`config.mk`:
```
export PLATFORM = sky130hd
export DESIGN_NAME = fact_unit
export DESIGN_NICKNAME = d
export VERILOG_FILES = /design/src/rtl/fact_pkg.sv /design/src/rtl/fact_decode.sv /design/src/rtl/fact_engine.sv /design/src/rtl/fact_regfile.sv /design/src/rtl/fact_unit.sv
export SDC_FILE = /design/constraint.sdc
export NUM_CORES = 1
export LEC_CHECK = 0
export BUFFER_PORTS_ARGS = -buffer_cell sky130_fd_sc_hd__clkbuf_2
export CELL_PAD_IN_SITES_DETAIL_PLACEMENT = 1
export CELL_PAD_IN_SITES_GLOBAL_PLACEMENT = 1
export CORE_UTILIZATION = 50
export DETAILED_ROUTE_END_ITERATION = 7
export GPL_TIMING_DRIVEN = 0
export PLACE_DENSITY_LB_ADDON = 0.05
export SLEW_MARGIN = 20
export SYNTH_ARGS = -nofsm -noshare
export SYNTH_HDL_FRONTEND = slang
export SYNTH_HIERARCHICAL = 1
export SYNTH_SLANG_ARGS = --single-unit
```
`constraint.sdc`:
```
create_clock -name clk -period 9.3 [get_ports clk]
set_input_delay 0.93 -clock clk [delete_from_list [all_inputs] [get_ports clk]]
set_output_delay 0.93 -clock clk [all_outputs]
set_load 0.02 [all_outputs]
```
`src/rtl/fact_pkg.sv`:
```
package fact_pkg;

    // Byte offsets of the mapped registers
    localparam int unsigned OFS_ID    = 32'h00;
    localparam int unsigned OFS_LIVE  = 32'h04;
    localparam int unsigned OFS_OPND  = 32'h08;
    localparam int unsigned OFS_STAT  = 32'h20;
    // Accesses at or above this offset hit no register in this block
    localparam int unsigned OFS_LIMIT = 32'h80;

    // Status register bit positions
    localparam int unsigned STAT_BUSY_BIT = 0;
    localparam int unsigned STAT_IEN_BIT  = 7;

    // Code presented with the completion interrupt
    localparam int unsigned IRQ_CODE = 32'h1;

    // Low half of the identification word
    localparam logic [15:0] ID_TAG = 16'h00ED;

    typedef enum logic [1:0] {
        ST_IDLE   = 2'd0,
        ST_MULT   = 2'd1,
        ST_FINISH = 2'd2
    } eng_state_t;

    typedef struct packed {
        logic id;
        logic live;
        logic opnd;
        logic stat;
    } reg_sel_t;

endpackage

```
`src/rtl/fact_decode.sv`:
```
module fact_decode
    import fact_pkg::*;
#(
    parameter int ADDR_W    = 20,
    parameter int SIZE_W    = 4,
    parameter int ACC_BYTES = 4
) (
    input  logic [ADDR_W-1:0] addr,
    input  logic [SIZE_W-1:0] size,
    input  logic              we,
    output reg_sel_t          rsel,
    output reg_sel_t          wsel
);

    localparam logic [ADDR_W-1:0] A_ID    = ADDR_W'(OFS_ID);
    localparam logic [ADDR_W-1:0] A_LIVE  = ADDR_W'(OFS_LIVE);
    localparam logic [ADDR_W-1:0] A_OPND  = ADDR_W'(OFS_OPND);
    localparam logic [ADDR_W-1:0] A_STAT  = ADDR_W'(OFS_STAT);
    localparam logic [ADDR_W-1:0] A_LIMIT = ADDR_W'(OFS_LIMIT);
    localparam logic [SIZE_W-1:0] SZ_OK   = SIZE_W'(ACC_BYTES);

    logic access_ok;

    always_comb begin
        access_ok = (size == SZ_OK) && (addr < A_LIMIT);
        rsel.id   = access_ok && (addr == A_ID);
        rsel.live = access_ok && (addr == A_LIVE);
        rsel.opnd = access_ok && (addr == A_OPND);
        rsel.stat = access_ok && (addr == A_STAT);
        wsel.id   = we && rsel.id;
        wsel.live = we && rsel.live;
        wsel.opnd = we && rsel.opnd;
        wsel.stat = we && rsel.stat;
    end

endmodule

```
`src/rtl/fact_engine.sv`:
```
module fact_engine
    import fact_pkg::*;
#(
    parameter int DATA_W = 32
) (
    input  logic              clk,
    input  logic              rst_n,
    input  logic              start,
    input  logic [DATA_W-1:0] operand,
    input  logic              irq_en,
    output logic              busy,
    output logic              done,
    output logic [DATA_W-1:0] result,
    output logic              irq_pulse,
    output logic [DATA_W-1:0] irq_code
);

    localparam logic [DATA_W-1:0] ONE  = DATA_W'(1);
    localparam logic [DATA_W-1:0] CODE = DATA_W'(IRQ_CODE);

    eng_state_t        state_q, state_d;
    logic [DATA_W-1:0] acc_q, acc_d;
    logic [DATA_W-1:0] cnt_q, cnt_d;
    logic [DATA_W-1:0] prod;
    logic              cnt_last;

    assign prod     = acc_q * cnt_q;
    assign cnt_last = (cnt_q <= ONE);

    // State and datapath registers
    always_ff @(posedge clk or negedge rst_n) begin
        if (!rst_n) begin
            state_q <= ST_IDLE;
            acc_q   <= ONE;
            cnt_q   <= '0;
        end else begin
            state_q <= state_d;
            acc_q   <= acc_d;
            cnt_q   <= cnt_d;
        end
    end

    // Next state and datapath
    always_comb begin
        state_d = state_q;
        acc_d   = acc_q;
        cnt_d   = cnt_q;
        unique case (state_q)
            ST_IDLE: begin
                if (start) begin
                    state_d = ST_MULT;
                    acc_d   = ONE;
                    cnt_d   = operand;
                end
            end
            ST_MULT: begin
                if (cnt_last) begin
                    state_d = ST_FINISH;
                end else begin
                    acc_d = prod;
                    cnt_d = cnt_q - ONE;
                end
            end
            ST_FINISH: begin
                state_d = ST_IDLE;
            end
            default: begin
                state_d = ST_IDLE;
            end
        endcase
    end

    // Moore outputs
    always_comb begin
        busy      = 1'b0;
        done      = 1'b0;
        irq_pulse = 1'b0;
        irq_code  = '0;
        result    = acc_q;
        unique case (state_q)
            ST_IDLE: begin
                busy = 1'b0;
            end
            ST_MULT: begin
                busy = 1'b1;
            end
            ST_FINISH: begin
                busy      = 1'b1;
                done      = 1'b1;
                irq_pulse = irq_en;
                irq_code  = irq_en ? CODE : '0;
            end
            default: begin
                busy = 1'b0;
            end
        endcase
    end

endmodule

```
`src/rtl/fact_regfile.sv`:
```
module fact_regfile
    import fact_pkg::*;
#(
    parameter int          DATA_W    = 32,
    parameter logic [7:0]  VER_MAJOR = 8'h01,
    parameter logic [7:0]  VER_MINOR = 8'h00
) (
    input  logic              clk,
    input  logic              rst_n,
    input  reg_sel_t          rsel,
    input  reg_sel_t          wsel,
    input  logic [DATA_W-1:0] wdata,
    input  logic              busy,
    input  logic              done,
    input  logic [DATA_W-1:0] result,
    output logic              start,
    output logic              irq_en,
    output logic [DATA_W-1:0] opnd,
    output logic [DATA_W-1:0] live,
    output logic [DATA_W-1:0] rdata
);

    localparam logic [DATA_W-1:0] ID_WORD = DATA_W'({VER_MAJOR, VER_MINOR, ID_TAG});

    logic [DATA_W-1:0] live_q;
    logic [DATA_W-1:0] opnd_q;
    logic              ien_q;
    logic [DATA_W-1:0] stat_word;

    assign start  = wsel.opnd && !busy;
    assign irq_en = ien_q;
    assign opnd   = opnd_q;
    assign live   = live_q;

    always_ff @(posedge clk or negedge rst_n) begin
        if (!rst_n) begin
            live_q <= '1;
            opnd_q <= '0;
            ien_q  <= 1'b0;
        end else begin
            if (wsel.live) begin
                live_q <= ~wdata;
            end
            if (wsel.stat) begin
                ien_q <= wdata[STAT_IEN_BIT];
            end
            if (done) begin
                opnd_q <= result;
            end else if (start) begin
                opnd_q <= wdata;
            end
        end
    end

    always_comb begin
        stat_word                = '0;
        stat_word[STAT_BUSY_BIT] = busy;
        stat_word[STAT_IEN_BIT]  = ien_q;
    end

    always_comb begin
        rdata = '0;
        if (rsel.id) begin
            rdata = ID_WORD;
        end else if (rsel.live) begin
            rdata = live_q;
        end else if (rsel.opnd) begin
            rdata = opnd_q;
        end else if (rsel.stat) begin
            rdata = stat_word;
        end
    end

endmodule

```
`src/rtl/fact_unit.sv`:
```
module fact_unit
    import fact_pkg::*;
#(
    parameter int         ADDR_W    = 20,
    parameter int         DATA_W    = 32,
    parameter int         SIZE_W    = 4,
    parameter logic [7:0] VER_MAJOR = 8'h01,
    parameter logic [7:0] VER_MINOR = 8'h00
) (
    input  logic              clk,
    input  logic              rst_n,
    input  logic [ADDR_W-1:0] bus_addr,
    input  logic [SIZE_W-1:0] bus_size,
    input  logic              bus_we,
    input  logic [DATA_W-1:0] bus_wdata,
    output logic [DATA_W-1:0] bus_rdata,
    output logic              irq_raise,
    output logic [DATA_W-1:0] irq_value
);

    reg_sel_t          rsel;
    reg_sel_t          wsel;
    logic              eng_start;
    logic              eng_busy;
    logic              eng_done;
    logic              ien;
    logic [DATA_W-1:0] eng_result;
    logic [DATA_W-1:0] opnd_q;
    logic [DATA_W-1:0] live_q;

    fact_decode #(
        .ADDR_W    (ADDR_W),
        .SIZE_W    (SIZE_W),
        .ACC_BYTES (DATA_W / 8)
    ) u_decode (
        .addr (bus_addr),
        .size (bus_size),
        .we   (bus_we),
        .rsel (rsel),
        .wsel (wsel)
    );

    fact_regfile #(
        .DATA_W    (DATA_W),
        .VER_MAJOR (VER_MAJOR),
        .VER_MINOR (VER_MINOR)
    ) u_regs (
        .clk    (clk),
        .rst_n  (rst_n),
        .rsel   (rsel),
        .wsel   (wsel),
        .wdata  (bus_wdata),
        .busy   (eng_busy),
        .done   (eng_done),
        .result (eng_result),
        .start  (eng_start),
        .irq_en (ien),
        .opnd   (opnd_q),
        .live   (live_q),
        .rdata  (bus_rdata)
    );

    fact_engine #(
        .DATA_W (DATA_W)
    ) u_engine (
        .clk       (clk),
        .rst_n     (rst_n),
        .start     (eng_start),
        .operand   (bus_wdata),
        .irq_en    (ien),
        .busy      (eng_busy),
        .done      (eng_done),
        .result    (eng_result),
        .irq_pulse (irq_raise),
        .irq_code  (irq_value)
    );

endmodule

```
# == After elaboration in Yosys (flattened, before gate mapping) ==
# Cells that the tools add are included.
# classes
addsub,1
multipliers,1
n_lt_le_gt_ge,2
n_eq_ne,9
n_mux,19
bitwise_logic,1
reduce_logical,17
# op_table
op,count
$mux 32,9
$pmux 32 s2,2
$le 32x1->1 const B,1
$mul 32x32->32,1
$not 32->32,1
$sub 32x1->32 const B,1
$eq 20x3->1 const B,1
$eq 20x4->1 const B,1
$eq 20x6->1 const B,1
$logic_not 20->1,1
$lt 20x8->1 const B,1
$logic_and 1x1->1,9
$mux 8,1
$eq 4x3->1 const B,1
$mux 1,4
$mux 2,2
$ne 2x2->1 const B,2
$pmux 2 s2,1
$reduce_bool 2->1,2
$reduce_and 3->1,1
$eq 2x1->1 const B,1
$eq 2x2->1 const B,1
$logic_not 2->1,1
$ne 2x1->1 const B,1
other kinds (3),3
# totals
regBits,131
in_bits,59
output_inout_bits,65

# == Depth between registers and ports, before layout ==
# Gate-level depths: netlist of the first run.
# depth
ltp_word,7
depth_mapped,28

# == Hierarchy ==
# Netlist of the first run, hierarchy kept.
# by_module_without_submodules
mod,instances,cells_each,area_each_um2,seq_area_each_um2
fact_engine,1,2163,19312.3,1652.8
fact_regfile,1,385,3743.6,1666.6
fact_decode,1,26,170.2,0.0

# == Worst setup path before layout of the first run ==
# No wires, ideal clock.
# synth_path
path_type,reg-to-reg
start,register u_engine.cnt_q[8]
end,register u_engine.acc_q[30] (netlist: u_engine/result[30])
setup_ns,0.132
arrival_ns,6.899
required_time_ns,9.168
slack_ns,2.268
stages_incl_launch_ff,28
n_path_buf,2
synth_period_minus_slack_ns,7.032
path_cell_list,dfrtp_1 clkbuf_1 clkbuf_1 nand2_1 fa_1 inv_1 fa_1 fa_1 inv_1 fa_1 inv_1 fa_1 inv_1 fa_1 inv_1 fa_1 fa_1 ha_1 a21o_1 a21o_1 a21oi_1 o21ai_0 a31oi_1 o31ai_1 or4_1 a31oi_1 xor2_1 o21ai_1
# synth_between
elab_chain_cells,3
# synth_rtl
item,line,text
from (decl),fact_engine.sv:23,"logic [DATA_W-1:0] cnt_q, cnt_d;"
from (signal assigned),fact_engine.sv:39,cnt_q <= cnt_d;
$mul 32x32->32 / $le 32x1->1 (equally long branches),"fact_engine.sv:27, fact_engine.sv:28",
$mux 32 / $ne 2x2->1 (equally long branches),-,
$pmux 32 s2 / $reduce_and 3->1 (equally long branches),-,
to (signal assigned),fact_engine.sv:34,acc_q <= ONE;
to (signal assigned),fact_engine.sv:38,acc_q <= acc_d;
to (decl),fact_engine.sv:22,"logic [DATA_W-1:0] acc_q, acc_d;"
# Parallel ways exist; a longest one is shown, timed or not. The select of a mux whose other input is x is not followed.
# A chain may end at the register's enable or synchronous reset.

# == Worst setup path after layout of the first run ==
# layout_path
start,register u_engine.cnt_q[6]
end,register u_engine.acc_q[31] (netlist: u_engine/result[31])
# Same word-level chain as after synthesis.

==> flow_summary.json, run 1 <==
{
  "status": "finished clean",
  "cts_buffers": 17,
  "final_common_cell": "inv_1",
  "final_cell_mix": "455 x inv_1, 408 x fa_1, 349 x nand2_1, 312 x and2_1, 135 x clkbuf_1",
  "hp-class": "input pin to asynchronous set/reset pin",
  "start_util_pct": 50.9,
  "grt_first_pass_wirelength_mm": 135,
  "core-area_um2": 45600,
  "num_vias": 19300,
  "reg2reg_from": "u_engine/cnt_q[6]",
  "maxCapViolCount": 0,
  "clkLatencyLatePin_ns": 0.49,
  "ir_worst_vdd_mv": 0.853,
  "worst_pin_slew_ns": 1.22,
  "cts_tree": "yes",
  "die_h_um": 217,
  "cts_hold_buf": 0,
  "crit_path_top_delay_cell": "clkbuf_1",
  "post_drt_wl_per_cell_um": 26.6,
  "final.period_utilization_pct": 95.8,
  "crit_path_end": "u_engine/result[31]",
  "cp_num_cells": 26,
  "fillCellCount": 5397,
  "fmax_ghz": 0.112,
  "syn-instance-count": 2573,
  "end_kind": "register",
  "worstSetupPathType": "register to register",
  "fp.dieArea_um2": 47300,
  "critPathRequiredTime_ns": 9.65,
  "final_nets": 3311,
  "path_buf_inv": 6,
  "boundaryPins": 124,
  "antenna_found_initial": 7,
  "clockBufferDepth": 2,
  "cpPeakStageDelay_ns": 0.76,
  "rr_worst_depth": 26,
  "vias_per_cell": 5.81,
  "rows": 78,
  "route.detailed.drc": 0,
  "yosysWarnings": 6,
  "slew-limit-headroom_pct": 18.6,
  "setup-violations-final": 0,
  "portBuffers": 92,
  "r2r_slack_ns": 0.39,
  "power_switching_w": 0.00338,
  "ant_nets": 0,
  "rsz0062_at_grt": "false",
  "cp_top_family": "adder cells",
  "dp_hpwl_mm": 72.1,
  "drive_above_1_share_pct": 8.76,
  "htree_levels": 4,
  "cts_root_buf": "clkbuf_16",
  "grt_max_degree": 71,
  "clkPwrFrac_pct": 11.7,
  "fin_crit_ns": 8.91,
  "setup.worst_path.start": "u_engine/cnt_q[6]",
  "drtIter0Drc": 1497,
  "crit_path_frequent_cell": "fa_1",
  "cts_sinks": 131,
  "area_delta_synth_final_pct": 8.40,
  "startpoint_type": "register",
  "pwr-share-seq_pct": 14.1,
  "grt_overflow": 0,
  "pwr_density_cell_nw_per_um2": 249,
  "hold_violations": 0,
  "fp.dieW_um": 217,
  "wl_mm": 88.7,
  "gp_congestion": 0.994,
  "post_cts_buffers": 0,
  "leakagePower_nw": 12.4,
  "netlist_area_um2": 23200,
  "cts_resized": 0,
  "holdWs_ns": 0.432,
  "avgSynthCellArea_um2": 9.02,
  "path_clk_slew_ns": 0.07,
  "finClkSkew_ns": 0.0178,
  "grt_use_total_pct": 39.5,
  "p_int_w": 0.00288,
  "finalSetupTns_ns": 0,
  "switching_share_pct": 54.0,
  "grt_pass1_vias": 21600,
  "slew_violations": 0,
  "arrival_ns": 9.26,
  "drt_first_pass_iters": 5,
  "worst-path-max-fanout": 10,
  "power_frac_comb_pct": 74.2,
  "r2r-end": "u_engine/result[31]"
}
## power groups by stage
stage,logic [W],clock network (W),registers [W]
2_1_floorplan,0.00318,0,0.000763
3_3_place_gp,0.00442,0,0.000874
3_5_place_dp,0.00458,0,0.000877
4_1_cts,0.00466,0.000747,0.000867
5_1_grt,0.00507,0.000766,0.000877
6_report,0.00465,0.000734,0.000881
## routing by layer
layer  global-route usage (%)  routed length, um  vias up
li1                         -                  -     8159
met1                     48.1              34200    10200
met2                     66.5              43300      775
met3                     7.60               6700      221
met4                     20.2               4500        0
met5                        0                  0        -
## through the flow
| step | area [um2] | instances | power, W | util, % | setup slack [ns] |
|---|---|---|---|---|---|
| 2_1_floorplan | 23300 | 2603 | 0.00394 | - | 2.27 |
| 4_1_cts | 25200 | 3328 | 0.00627 | 55.2 | 0.479 |
| 3_3_place_gp | 24500 | 3295 | 0.00530 | 53.8 | 0.623 |
| 3_5_place_dp | 24600 | 3296 | 0.00546 | 53.9 | 0.501 |
| 6_report | 25200 | 3329 | 0.00626 | 55.2 | 0.389 |
| 5_1_grt | 25200 | 3328 | 0.00671 | 55.2 | 0.0969 |
## flip-flops by register name, indices dropped and copies added, names as in the netlist
name,flops
u_engine/cnt_q,32
u_engine/result,32
u_regs/live,32
u_regs/opnd,32
u_engine/state_q,2
u_regs/irq_en,1
## area by class of cell
type | count | area (um2) | share of cell area, %
Multi-Input combinational cell | 1816 | 17300 | 68.8
Sequential cell | 131 | 3320 | 13.2
Inverter | 456 | 1710 | 6.80
Buffer | 200 | 971 | 3.86
Tap cell | 600 | 751 | 2.98
Timing Repair Buffer | 93 | 497 | 1.97
Clock buffer | 19 | 433 | 1.72
Clock inverter | 13 | 155 | 0.617
Antenna cell | 1 | 2.50 | 0.00995
## how the worst min path moves through the flow
stage / startpoint / to / slack, ns / cells past startpoint
finish: rst_n / u_regs/opnd[18] / 0.43 / 1
global route: rst_n / u_regs/opnd[18] / 0.45 / 1
CTS: rst_n / u_regs/opnd[18] / 0.42 / 1
detailed placement: u_regs/live[18] / u_regs/live[18] / 0.46 / 2
global placement: u_regs/live[7] / u_regs/live[7] / 0.45 / 2
floorplan: u_regs/live[24] / u_regs/live[24] / 0.44 / 2
(Power assumes the default switching activity.)
==> inputs of run 2 (changes only) <==
--- a/config.mk
+++ b/config.mk
@@ -5,9 +5,11 @@
 export SDC_FILE = /design/constraint.sdc
 export NUM_CORES = 1
 export LEC_CHECK = 0
+export ABC_CLOCK_PERIOD_IN_PS = 9300
 export BUFFER_PORTS_ARGS = -buffer_cell sky130_fd_sc_hd__clkbuf_2
 export CELL_PAD_IN_SITES_DETAIL_PLACEMENT = 1
 export CELL_PAD_IN_SITES_GLOBAL_PLACEMENT = 1
+export CORE_ASPECT_RATIO = 0.9
 export CORE_UTILIZATION = 50
 export DETAILED_ROUTE_END_ITERATION = 7
 export GPL_TIMING_DRIVEN = 0
==> run 2 against run 1 <==
Net effect: clock power shrank 6.0%; combinational power grew 2%; global-route usage grew 1.5 points; sequential share of layout area is essentially flat; count of clock-buffer cells in the layout grew 3; maximum frequency shrank 1.4%; design area grew 0.11%; non-clock buffer count is the same; first-iteration DRC count grew 13%; highest routed layer is now met5.
==> flow_summary.json, run 2 (same netlist as run 1, synthesis figures left out) <==
{
  "drt_first_pass_iters": 7,
  "clkLatencyLatePin_ns": 0.46,
  "use_met2_pct": 64.9,
  "htree_levels": 4,
  "fp.dieArea_um2": 47300,
  "path_cells": "clkdlybuf4s15_1, clkbuf_2, and2_1, fa_1, inv_1, fa_1, fa_1, fa_1, inv_1, fa_1, fa_1, fa_1, fa_1, ha_1, nand2_1, o21ai_0, a31oi_1, o211ai_1, nor3_1, o31a_1, o21bai_1, a41oi_1, xnor2_1, o21ai_1",
  "hold_start": "u_regs/live[10]",
  "path_clk_slew_ns": 0.06,
  "portBuffers": 92,
  "cpPeakStageDelay_ns": 0.90,
  "finalSetupTns_ns": 0,
  "grt_overflow": 0,
  "antenna_found_initial": 7,
  "slew_violations": 0,
  "route.detailed.drc": 0,
  "grt_first_pass_wirelength_mm": 138,
  "cts_tree": "yes",
  "final_common_cell": "inv_1",
  "reg2reg_from": "u_engine/cnt_q[3]",
  "drtIter0Drc": 1697,
  "gp_congestion": 1.02,
  "slew-limit-headroom_pct": 25.6,
  "fin_cells": 3340,
  "fin_crit_ns": 9.03,
  "core-area_um2": 45600,
  "startpoint_type": "register",
  "drive_above_1_share_pct": 8.98,
  "r2r_slack_ns": 0.27,
  "worst_pin_slew_ns": 1.12,
  "area_delta_synth_final_pct": 8.53,
  "power_w": 0.00631,
  "num_vias": 19500,
  "status": "finished clean",
  "final_cell_mix": "455 x inv_1, 408 x fa_1, 349 x nand2_1, 312 x and2_1, 129 x ha_1",
  "grt_use_total_pct": 41.0,
  "die_h_um": 206,
  "post_drt_wl_per_cell_um": 28.0,
  "vias_per_cell": 5.84,
  "hp-class": "register to register",
  "critPathRequiredTime_ns": 9.61,
  "wl_mm": 93.5,
  "worstSetupPathType": "register to register",
  "cts_root_buf": "clkbuf_16",
  "holdPathEnd": "u_regs/live[10]",
  "globalRouteMet3Util_pct": 11.2,
  "clockBufferDepth": 2,
  "dp_hpwl_mm": 74.5,
  "ir_worst_vdd_mv": 0.853,
  "final_nets": 3311,
  "final.period_utilization_pct": 97.1,
  "worst-path-max-fanout": 10,
  "cts_buffers": 17,
  "crit_path_top_delay_cell": "clkdlybuf4s15_1",
  "end_kind": "register",
  "leakagePower_nw": 12.4,
  "rr_worst_depth": 24,
  "boundaryPins": 124,
  "placedCellCount": 3304,
  "rows": 74,
  "hold_violations": 0,
  "finClkSkew_ns": 0.0210,
  "pwr_density_cell_nw_per_um2": 250,
  "fp.dieW_um": 229,
  "fillCellCount": 5448,
  "setup-violations-final": 0,
  "arrival_ns": 9.35,
  "ant_nets": 0,
  "crit_path_frequent_cell": "fa_1",
  "maxCapViolCount": 0,
  "cts_sinks": 131,
  "rsz0062_at_grt": "false",
  "start_util_pct": 51.0,
  "r2r-end": "u_engine/result[31]",
  "grt_max_degree": 77,
  "met1_usage_pct": 52.8,
  "holdPathStages": 2,
  "grt_busiest_layer": "met2",
  "grt_pass1_vias": 21100,
  "fmax_ghz": 0.111,
  "cts_hold_buf": 0
}
[run 2: cell count changes in the layout (fill, tap and decap cells not counted), moves of 3 or more]
cell	before	now
clkbuf_1	135	128
diode_2	1	4
clkbuf_2	94	99
clkbuf_8	1	4
clkinv_4	6	2
[run 2: worst max path at each step]
stage	from	to	cells after the start	slack, ns
floorplan	u_engine/cnt_q[8]	u_engine/result[30]	27	2.27
global placement	u_engine/cnt_q[4]	u_engine/result[30]	22	0.17
detailed placement	u_engine/cnt_q[4]	u_engine/result[30]	22	0.08
CTS	u_engine/cnt_q[4]	u_engine/result[30]	22	0.05
global route	u_engine/result[4]	u_engine/result[30]	25	0.12
finish	u_engine/cnt_q[3]	u_engine/result[31]	24	0.27
[run 2: stage by stage]
step / hold slack, ns / area [um2] / utilization, % / worst slack, ns
global placement: 0.452 / 24500 / 53.9 / 0.167
detailed placement: 0.457 / 24600 / 54.0 / 0.0830
global route: 0.482 / 25200 / 55.3 / 0.123
CTS: 0.468 / 25200 / 55.2 / 0.0469
finish: 0.466 / 25200 / 55.3 / 0.265
floorplan: 0.444 / 23300 / - / 2.27
[run 2: repair_timing]
action | CTS | global route
gates resized for setup | 0 | 12
setup buffers | 0 | 0
endpoints found under the setup margin | 0 | 5
[run 2: worst max-delay path: cells and delay by family, from the launching register on]
family	cells	cell delay, ns
xor gates and xnor gates	1	0.29
AOI/OAI and AO/OA	7	1.61
DFF	1	0.70
and+or+nand+nor	3	0.40
buffers and inverters	4	1.61
adders and majority gates	9	4.28
[run 2: power breakdown]
part	switching [W]	internal, W	total [W]
sequential	0.000181	0.000689	0.000870
combinational	0.00295	0.00180	0.00475
clock	0.000299	0.000391	0.000690
total	0.00343	0.00288	0.00631
[run 2: cell type report]
cell class                 count  area, um2  area share, %
clock buffer                  22        474           1.88
multi-input combinational   1816      17300           68.8
clock inverter                10        100          0.397
inverter                     456       1710           6.79
antenna                        4       10.0         0.0397
tap                          608        761           3.02
buffer                       200        990           3.93
sequential                   131       3320           13.2
timing repair buffer          93        497           1.97
[run 2: routing by layer]
| layer | vias to the layer above | part of all wire (%) |
|---|---|---|
| li1 | 8162 | - |
| met4 | 2 | 4.4 |
| met3 | 213 | 9.8 |
| met5 | - | 0.0096 |
| met1 | 10200 | 40 |
| met2 | 929 | 46 |
==> inputs of run 3 (changes only) <==
--- a/config.mk
+++ b/config.mk
@@ -5,6 +5,7 @@
 export SDC_FILE = /design/constraint.sdc
 export NUM_CORES = 1
 export LEC_CHECK = 0
+export ABC_AREA = 0
 export ABC_CLOCK_PERIOD_IN_PS = 9300
 export BUFFER_PORTS_ARGS = -buffer_cell sky130_fd_sc_hd__clkbuf_2
 export CELL_PAD_IN_SITES_DETAIL_PLACEMENT = 1
@@ -13,6 +14,7 @@
 export CORE_UTILIZATION = 50
 export DETAILED_ROUTE_END_ITERATION = 7
 export GPL_TIMING_DRIVEN = 0
+export MAX_ROUTING_LAYER = met4
 export PLACE_DENSITY_LB_ADDON = 0.05
 export SLEW_MARGIN = 20
 export SYNTH_ARGS = -nofsm -noshare
==> run 3 against run 2 <==
Net effect: global-route usage increased by 1.2 points; non-clock buffer count is the same; largest cell class unchanged; critical endpoint is now u_engine/result[24]; critical path type unchanged; highest routed layer is now met4; clock skew down 0.00098 ns.
==> flow_summary.json, run 3 (same netlist as run 1, synthesis figures left out) <==
{
  "leakagePower_nw": 12.4,
  "finClkSkew_ns": 0.0201,
  "grt_overflow": 0,
  "worst_pin_slew_ns": 1.17,
  "cts_buffers": 17,
  "cts_root_buf": "clkbuf_16",
  "rows": 74,
  "setup-violations-final": 0,
  "p_int_w": 0.00294,
  "worst-path-max-fanout": 10,
  "route.detailed.drc": 0,
  "drive_above_1_share_pct": 8.94,
  "grt_pass1_vias": 21500,
  "hp-class": "input pin to asynchronous set/reset pin",
  "post_cts_buffers": 0,
  "fmax_ghz": 0.109,
  "ant_nets": 0,
  "pwr_density_cell_nw_per_um2": 249,
  "wl_mm": 92.6,
  "multi_input_area_um2": 17300,
  "htree_levels": 4,
  "boundaryPins": 124,
  "cts_tree": "yes",
  "cts_hold_buf": 0,
  "core-area_um2": 45600,
  "ir_worst_vdd_mv": 0.770,
  "worstSetupPathType": "register to register",
  "fin_crit_ns": 9.18,
  "final_cell_area_um2": 25200,
  "hold_violations": 0,
  "power_switching_w": 0.00334,
  "fp.dieW_um": 229,
  "grt_max_degree": 79,
  "postPlaceCellArea_um2": 24600,
  "slew-limit-headroom_pct": 22.1,
  "arrival_ns": 9.43,
  "clockBufferDepth": 2,
  "power_frac_comb_pct": 74.1,
  "holdWs_ns": 0.463,
  "area_delta_synth_final_pct": 8.77,
  "grt_first_pass_wirelength_mm": 139,
  "fp.dieArea_um2": 47300,
  "final.period_utilization_pct": 98.7,
  "maxCapViolCount": 0,
  "path_clk_slew_ns": 0.07,
  "fillCellCount": 5434,
  "drtIter0Drc": 1457,
  "pwr-share-seq_pct": 13.8,
  "final_nets": 3311,
  "startpoint_type": "register",
  "switching_share_pct": 53.2,
  "num_vias": 19300,
  "end_kind": "register",
  "clkPwrFrac_pct": 12.2,
  "regArea_um2": 3320,
  "clkLatencyLatePin_ns": 0.45,
  "slew_violations": 0,
  "grt_use_total_pct": 42.2,
  "gp_congestion": 1.04,
  "final_cell_mix": "455 x inv_1, 408 x fa_1, 349 x nand2_1, 312 x and2_1, 129 x ha_1",
  "fin_cells": 3340,
  "vias_per_cell": 5.79,
  "start_util_pct": 51.0,
  "dp_hpwl_mm": 74.6,
  "finalSetupTns_ns": 0,
  "placedCellCount": 3304,
  "status": "finished clean",
  "die_h_um": 206,
  "post_drt_wl_per_cell_um": 27.7,
  "portBuffers": 92,
  "layout_setup_ws_ns": 0.124,
  "final_common_cell": "inv_1",
  "pre_cts_slack_ns": -0.0184,
  "rsz0062_at_grt": "false",
  "drt_first_pass_iters": 5,
  "critPathRequiredTime_ns": 9.56,
  "cts_sinks": 131,
  "antenna_found_initial": 7
}
## run 3: cell types whose count changed in the layout (fill, tap and decap cells not counted), sizes merged
| cell | change |
|---|---|
| clkinv | +1 |
| clkinvlp | -4 |
| bufinv | +3 |
| clkbuf | -3 |
| inv | +3 |
## run 3: critical path, stage by stage (launching register included)
cell       delay (ns)
dfrtp_1          0.52
clkbuf_1         0.84
clkbuf_1         0.68
nand2_1          0.16
fa_1             0.52
inv_1            0.06
fa_1             0.46
fa_1             0.50
inv_1            0.05
fa_1             0.47
inv_1            0.05
ha_1             0.29
ha_1             0.32
fa_1             0.51
fa_1             0.42
ha_1             0.38
a21o_1           0.18
a21o_1           0.17
a21oi_1          0.28
o2111ai_1        0.50
a31o_2           0.41
a21oi_1          0.24
o21bai_1         0.09
a21oi_1          0.18
xor2_1           0.47
o21ai_1          0.20
## run 3: area by class of cell
type	count	area share (%)
multi-input combinational	1816	68.6
tap	608	3.01
clock inverter	13	0.773
inverter	456	6.78
sequential	131	13.1
buffer	200	3.92
antenna	4	0.0396
timing repair buffer	93	1.97
clock buffer	19	1.75
## run 3: power by group through the flow
stage	clock network, W	registers [W]	logic [W]
2_1_floorplan	0	0.000763	0.00318
3_3_place_gp	0	0.000860	0.00444
3_5_place_dp	0	0.000861	0.00458
4_1_cts	0.000773	0.000853	0.00465
5_1_grt	0.000791	0.000868	0.00512
6_report	0.000764	0.000865	0.00465
## run 3: final timing paths
kind | start | slack (ns) | cells after the start | to
worst max-delay path | u_engine/result[4] | 0.12 | 25 | u_engine/result[24]
worst min-delay path | rst_n | 0.46 | 1 | u_engine/result[8]
worst max register to register | u_engine/result[4] | 0.12 | 25 | u_engine/result[24]
worst min register to register | u_regs/live[25] | 0.46 | 2 | u_regs/live[25]
max in group asynchronous | rst_n | 7.96 | 2 | u_regs/live[27]
min in group clk | u_regs/live[25] | 0.46 | 2 | u_regs/live[25]
## run 3: repair_timing
action                     in CTS  in global routing
hold endpoints to repair        0                  0
resized for setup               1                  8
setup endpoints to repair       1                  4
## run 3: metal layers
metal | wire length, um | GRT usage, % | vias to the layer above
met2 | 42400 | 64.7 | 850
met4 | 4060 | 17.6 | 0
li1 | - | - | 8160
met3 | 8980 | 10.9 | 228
met5 | 0 | - | -
met1 | 37100 | 53.1 | 10100
## run 3: per-stage QoR
stage	util [%]	power, W
2_1_floorplan	-	0.00394
3_3_place_gp	53.9	0.00530
3_5_place_dp	54.0	0.00544
4_1_cts	55.4	0.00628
5_1_grt	55.4	0.00678
6_report	55.4	0.00628
